### src/rtl/fsd_pkg.sv
package fsd_pkg;
  parameter int PHASE_W = 3;
  parameter int FRAME_W = 10;
  parameter int MODE_W  = 5;

  typedef struct packed {
    logic [PHASE_W-1:0] ratio;
    logic [FRAME_W-1:0] frameLen;
    logic               shortPulse;
  } modeCfgT;

  typedef struct packed {
    logic realign;
    logic restart;
  } strobeT;

  // Row decode: bit 4 is the carrier select, bits 3:0 the program value.
  function automatic modeCfgT decodeMode(input logic [MODE_W-1:0] m);
    modeCfgT c;
    c.shortPulse = 1'b0;
    c.ratio      = PHASE_W'(3);
    c.frameLen   = FRAME_W'(256);
    if (!m[4]) begin
      case (m[3:0])
        4'd1, 4'd3, 4'd7: begin
          c.ratio = PHASE_W'(4); c.frameLen = FRAME_W'(256); c.shortPulse = 1'b1;
        end
        4'd4, 4'd6, 4'd12, 4'd14: begin
          c.ratio = PHASE_W'(3); c.frameLen = FRAME_W'(320);
        end
        4'd5, 4'd9, 4'd11, 4'd13, 4'd15: begin
          c.ratio = PHASE_W'(2); c.frameLen = FRAME_W'(512);
        end
        default: begin
          c.ratio = PHASE_W'(3); c.frameLen = FRAME_W'(256);
        end
      endcase
    end else begin
      case (m[3:0])
        4'd4, 4'd6, 4'd12, 4'd14: begin
          c.ratio = PHASE_W'(5); c.frameLen = FRAME_W'(193);
        end
        4'd2, 4'd3, 4'd7, 4'd11, 4'd15: begin
          c.ratio = PHASE_W'(4); c.frameLen = FRAME_W'(193);
        end
        default: begin
          c.ratio = PHASE_W'(2); c.frameLen = FRAME_W'(386);
        end
      endcase
    end
    return c;
  endfunction
endpackage

### src/rtl/fsd_sync_chain.sv
module fsd_sync_chain #(
  parameter int STAGES = 2
) (
  input  logic clk,
  input  logic rstN,
  input  logic din,
  output logic dout
);
  logic [STAGES-1:0] q;

  generate
    if (STAGES == 1) begin : gOne
      always_ff @(posedge clk or negedge rstN) begin
        if (!rstN) q <= '0;
        else       q <= din;
      end
    end else begin : gMany
      always_ff @(posedge clk or negedge rstN) begin
        if (!rstN) q <= '0;
        else       q <= {q[STAGES-2:0], din};
      end
    end
  endgenerate

  assign dout = q[STAGES-1];
endmodule

### src/rtl/fsd_ctrl.sv
module fsd_ctrl
  import fsd_pkg::*;
#(
  parameter int SYNC_STAGES = 2
) (
  input  logic       clk,
  input  logic       rstN,
  input  logic       carrierSel,
  input  logic [3:0] progBits,
  input  logic       syncPol,
  input  logic       extSync,
  output modeCfgT    cfg,
  output strobeT     strobe
);
  logic [MODE_W-1:0] modeIn;
  logic [MODE_W-1:0] modeQ;
  logic              syncSeen;
  logic              syncPrev;
  logic              activeNow;
  logic              activePrev;

  assign modeIn = {carrierSel, progBits};

  fsd_sync_chain #(.STAGES(SYNC_STAGES)) uSync (
    .clk  (clk),
    .rstN (rstN),
    .din  (extSync),
    .dout (syncSeen)
  );

  always_ff @(posedge clk or negedge rstN) begin
    if (!rstN) begin
      syncPrev <= 1'b0;
      modeQ    <= '0;
    end else begin
      syncPrev <= syncSeen;
      modeQ    <= modeIn;
    end
  end

  assign activeNow      = syncSeen ^ syncPol;
  assign activePrev     = syncPrev ^ syncPol;
  assign strobe.realign = activeNow & ~activePrev;
  assign strobe.restart = (modeIn != modeQ);
  assign cfg            = decodeMode(modeQ);

  AST_SINGLE_REALIGN: assert property (@(posedge clk) disable iff (!rstN)
    strobe.realign |=> !strobe.realign);

  AST_MODE_SETTLES: assert property (@(posedge clk) disable iff (!rstN)
    strobe.restart |=> (modeQ == $past(modeIn)));
endmodule

### src/rtl/fsd_datapath.sv
module fsd_datapath
  import fsd_pkg::*;
(
  input  logic    clk,
  input  logic    rstN,
  input  modeCfgT cfg,
  input  strobeT  strobe,
  input  logic    syncPol,
  output logic    divClk,
  output logic    frameSync
);
  logic [PHASE_W-1:0] divPhase;
  logic [FRAME_W-1:0] frameCnt;
  logic [PHASE_W-1:0] highLen;
  logic [PHASE_W-1:0] halfLen;
  logic               phaseWrap;
  logic               frameWrap;
  logic               pulseOn;
  logic               zeroAll;

  assign zeroAll   = strobe.realign | strobe.restart;
  assign phaseWrap = (divPhase == cfg.ratio - PHASE_W'(1));
  assign frameWrap = (frameCnt == cfg.frameLen - FRAME_W'(1));
  assign highLen   = (cfg.ratio + PHASE_W'(1)) >> 1;
  assign halfLen   = cfg.ratio >> 1;

  always_ff @(posedge clk or negedge rstN) begin
    if (!rstN) begin
      divPhase <= '0;
      frameCnt <= '0;
    end else if (zeroAll) begin
      divPhase <= '0;
      frameCnt <= '0;
    end else if (phaseWrap) begin
      divPhase <= '0;
      frameCnt <= frameWrap ? '0 : frameCnt + FRAME_W'(1);
    end else begin
      divPhase <= divPhase + PHASE_W'(1);
    end
  end

  assign divClk    = (divPhase < highLen);
  assign pulseOn   = (frameCnt == '0) && (!cfg.shortPulse || (divPhase < halfLen));
  assign frameSync = pulseOn ^ syncPol;

  AST_PHASE_RANGE: assert property (@(posedge clk) disable iff (!rstN)
    !strobe.restart |-> (divPhase < cfg.ratio));

  AST_FRAME_RANGE: assert property (@(posedge clk) disable iff (!rstN)
    !strobe.restart |-> (frameCnt < cfg.frameLen));

  AST_REALIGN_ZERO: assert property (@(posedge clk) disable iff (!rstN)
    strobe.realign |=> (divPhase == '0 && frameCnt == '0));

  AST_RESTART_ZERO: assert property (@(posedge clk) disable iff (!rstN)
    strobe.restart |=> (divPhase == '0 && frameCnt == '0));

  AST_FRAME_ADVANCE: assert property (@(posedge clk) disable iff (!rstN)
    (phaseWrap && !frameWrap && !zeroAll) |=>
      (frameCnt == $past(frameCnt) + FRAME_W'(1)));
endmodule

### src/rtl/frame_sync_divider.sv
module frame_sync_divider
  import fsd_pkg::*;
#(
  parameter int SYNC_STAGES = 2
) (
  input  logic       fastClk,
  input  logic       rstN,
  input  logic       carrierSel,
  input  logic [3:0] progBits,
  input  logic       syncPol,
  input  logic       extSync,
  output logic       divClk,
  output logic       frameSync
);
  modeCfgT cfg;
  strobeT  strobe;

  fsd_ctrl #(.SYNC_STAGES(SYNC_STAGES)) uCtrl (
    .clk        (fastClk),
    .rstN       (rstN),
    .carrierSel (carrierSel),
    .progBits   (progBits),
    .syncPol    (syncPol),
    .extSync    (extSync),
    .cfg        (cfg),
    .strobe     (strobe)
  );

  fsd_datapath uData (
    .clk       (fastClk),
    .rstN      (rstN),
    .cfg       (cfg),
    .strobe    (strobe),
    .syncPol   (syncPol),
    .divClk    (divClk),
    .frameSync (frameSync)
  );
endmodule

### config.mk
export PLATFORM = sky130hd
export DESIGN_NAME = frame_sync_divider
export DESIGN_NICKNAME = d
export VERILOG_FILES = /design/src/rtl/fsd_pkg.sv /design/src/rtl/fsd_sync_chain.sv /design/src/rtl/fsd_ctrl.sv /design/src/rtl/fsd_datapath.sv /design/src/rtl/frame_sync_divider.sv
export SDC_FILE = /design/constraint.sdc
export NUM_CORES = 1
export LEC_CHECK = 0
export ABC_CLOCK_PERIOD_IN_PS = 5650
export BUFFER_PORTS_ARGS = -buffer_cell sky130_fd_sc_hd__buf_2
export CAP_MARGIN = 0
export CELL_PAD_IN_SITES_DETAIL_PLACEMENT = 2
export CELL_PAD_IN_SITES_GLOBAL_PLACEMENT = 2
export CORE_MARGIN = 3
export CORE_UTILIZATION = 39
export CTS_CLUSTER_DIAMETER = 200
export DETAILED_ROUTE_END_ITERATION = 12
export PLACE_DENSITY_LB_ADDON = 0.1
export SETUP_SLACK_MARGIN = 0.05
export SLEW_MARGIN = 20
export SYNTH_ARGS = -nofsm -noshare
export SYNTH_HDL_FRONTEND = slang
export SYNTH_SLANG_ARGS = --single-unit
### constraint.sdc
create_clock -name fastClk -period 5.65 [get_ports fastClk]
set_input_delay 1.13 -clock fastClk [delete_from_list [all_inputs] [get_ports fastClk]]
set_output_delay 1.13 -clock fastClk [all_outputs]
set_load 0.1 [all_outputs]
==> impl_metrics.json <==
{
  "min_to": "uCtrl.uSync.q[1]",
  "netlist_instances": 168,
  "post_cts_buffers": 0,
  "yosysMostFrequentCell": "dfrtp_1",
  "cts-resized-gates": 0,
  "critical_path.endpoint_type": "output port",
  "min_period_over_period_pct": 71.7,
  "yosys_warnings": 0,
  "finalSetupViolations": 0,
  "fmax_mhz": 247,
  "status": "finished, final reports clean",
  "rrSetupSlack_ns": 2.53,
  "crit_chain": "or3b_4 -> a2bb2oi_2 -> and2_1 -> ha_1 -> o31ai_1 -> nand4_1 -> xnor2_1 -> buf_2",
  "portBuffers": 10,
  "async_flop_share_pct": 100,
  "die-area_sq_um": 4550,
  "dr_wl_met3_microns": 55,
  "hold_path.class": "reg -> reg",
  "coreArea_sq_um": 3490,
  "top_layer_used": "met4",
  "post-place-cells": 215,
  "routed_wl_microns": 3940,
  "post-route-min-period_ns": 4.05,
  "hold_violations": 0,
  "antenna_found_initial": 0,
  "max_slew_margin_pct": 51.6,
  "areaGrowthSynthToFinish_pct": 8.40,
  "post-route-util_pct": 45.7,
  "antenna_cells": 0,
  "detail_route.iter0.violations": 29,
  "r2r_cells": 10,
  "hold_depth": 0,
  "wl_met2_microns": 1900,
  "clock_latency_ns": 0.26,
  "cts-buffers-inserted": 3,
  "setup_tns_ns": 0,
  "yosys.area.top_type": "dfrtp_1",
  "synthDistinctLibCells": 37,
  "path_clk_slew_ns": 0.08,
  "yosysTopAreaCellShare_pct": 35.7,
  "grt_setup_unrepaired": "false",
  "timing.critical_path.buf_inv": 1,
  "ant_nets": 0,
  "drive_gt1_share_pct": 10.4,
  "clockBufferDepth": 2,
  "grt_pass1_wl_microns": 6890,
  "viasPerCell": 5.77,
  "r2r-end": "uData.frameCnt[2]",
  "synthTopCellsByArea": "dfrtp_1 (36%), ha_1 (7.6%), o211ai_1 (5.1%)",
  "root_buffer": "clkbuf_8",
  "wl_per_cell_microns": 18.0,
  "hp-start": "uCtrl.uSync.q[0]",
  "routabilityCongestion": 0.837,
  "path_delay_family": "simple AND/OR/NAND/NOR gates",
  "initial_utilization_pct": 42.2,
  "seq_area_frac_synth_pct": 35.7,
  "vias": 1264,
  "route.detailed.drc": 0,
  "met1_length_microns": 1940,
  "skew_ns": 0.00277,
  "drv_cap": 0,
  "grt_pass1_vias": 1404,
  "vdd_ir_drop_max_uv": 113,
  "cpPeakStageDelay_ns": 0.53,
  "synth_ff_type": "dfrtp_1",
  "path_class": "reg -> out",
  "synth_edf_count": 0,
  "dpl.hpwl_microns": 2910,
  "track_usage_pct": 20.3,
  "grt_max_degree": 22,
  "overflow": 0,
  "cts_sinks": 21,
  "syn_area_sq_um": 1470,
  "stdcell_count": 219,
  "crit_slowest_cell": "dfrtp_1",
  "syn-num-nets": 186,
  "synth.avg_cell_area_sq_um": 8.77,
  "power_uw": 333,
  "io_pins": 11,
  "htreeDepth": 1,
  "die_y_microns": 67.5,
  "start_kind": "flop",
  "cp-startpoint": "uCtrl.modeQ[0]",
  "placementRows": 21,
  "cts_tree": "built",
  "die_x_microns": 67.5,
  "worstReg2RegStart": "uCtrl.modeQ[0]",
  "ctsHoldBuffers": 0,
  "firstDrtPassIters": 4,
  "layout.nets": 192,
  "power_density_nw_per_um2": 208,
  "synth_seq_cells": 21,
  "worstMarginPinSlew_ns": 0.726,
  "arrival_ns": 2.92,
  "crit_fanout": 11,
  "ys_top_cells_by_count": "dfrtp_1 (21), nand2_1 (16), inv_1 (10), o211ai_1 (10)",
  "cp.required_ns": 4.52,
  "cellLeakagePower_nw": 0.673,
  "slew_viol_final": 0
}
worst register-to-register path, stage by stage, from the launching register on:
cell	delay, ns
dfrtp_1	0.49
or2b_1	0.32
a21oi_1	0.26
nand2_1	0.11
ha_1	0.24
ha_1	0.32
xnor2_1	0.13
nor3_1	0.23
o2111ai_2	0.41
o2111ai_1	0.35
a31oi_1	0.12
power breakdown:
| part | internal [mW] | switching, mW |
|---|---|---|
| clock | 0.0492 | 0.0523 |
| combinational | 0.0234 | 0.0492 |
| sequential | 0.153 | 0.00564 |
| total | 0.226 | 0.107 |
cells by family (layout without fill, tap and decap cells):
logic type / after synthesis / count (layout) / synth area share (%)
adder cells (fa/ha/maj): 9 / 9 / 7.64
XOR/XNOR: 15 / 15 / 8.91
buffers and inverters: 19 / 24 / 5.52
AND/OR/NAND/NOR: 60 / 60 / 21.7
AO/OA/AOI/OAI: 44 / 44 / 20.5
flip-flops: 21 / 21 / 35.7
final cells by class:
type,instances,area (sq um)
Clock inverter,1,5.00
Timing Repair Buffer,10,50.0
Multi-Input combinational cell,128,881
Tap cell,46,57.6
Inverter,10,37.5
Clock buffer,3,41.3
Sequential cell,21,526
Fill cell,381,1900
worst max path at each step:
stage	endpoint	slack (ns)	depth (start not counted)
6_report	frameSync	1.60	8
5_1_grt	divClk	1.49	8
2_1_floorplan	divClk	0.58	7
3_5_place_dp	divClk	1.89	8
3_3_place_gp	frameSync	1.99	8
4_1_cts	frameSync	1.59	8
per-stage QoR:
step / cell area [sq um] / worst slack [ns] / hold slack (ns)
global route: 1600 / 1.49 / 0.384
detailed placement: 1540 / 1.89 / 0.353
finish: 1600 / 1.60 / 0.369
global placement: 1540 / 1.99 / 0.341
CTS: 1580 / 1.59 / 0.378
floorplan: 1470 / 0.585 / 0.331
sequential cells by signal, indices dropped and copies added, names as in the netlist:
signal          count
uData.frameCnt     10
uCtrl.syncPrev      1
uCtrl.uSync.q       2
uData.divPhase      3
uCtrl.modeQ         5
layer usage:
| layer | global-route usage [%] | vias to the layer above |
|---|---|---|
| li1 | - | 615 |
| met4 | 6.08 | 0 |
| met1 | 27.4 | 633 |
| met3 | 2.50 | 5 |
| met5 | 0 | - |
| met2 | 33.9 | 11 |
cell usage in the layout (no fill, tap or decap), types with 4 or more instances in the layout:
master	synthesis	final
nand3_1	7	7
o211ai_1	10	10
nand2_1	16	16
xor2_1	8	7
xnor2_1	7	7
buf_2	5	10
inv_1	10	10
nor3_1	5	5
nor2_1	7	7
a21oi_1	8	8
ha_1	9	9
and2_1	4	4
a31oi_1	9	9
dfrtp_1	21	21
Note: power is estimated with default switching activity, not from simulation.
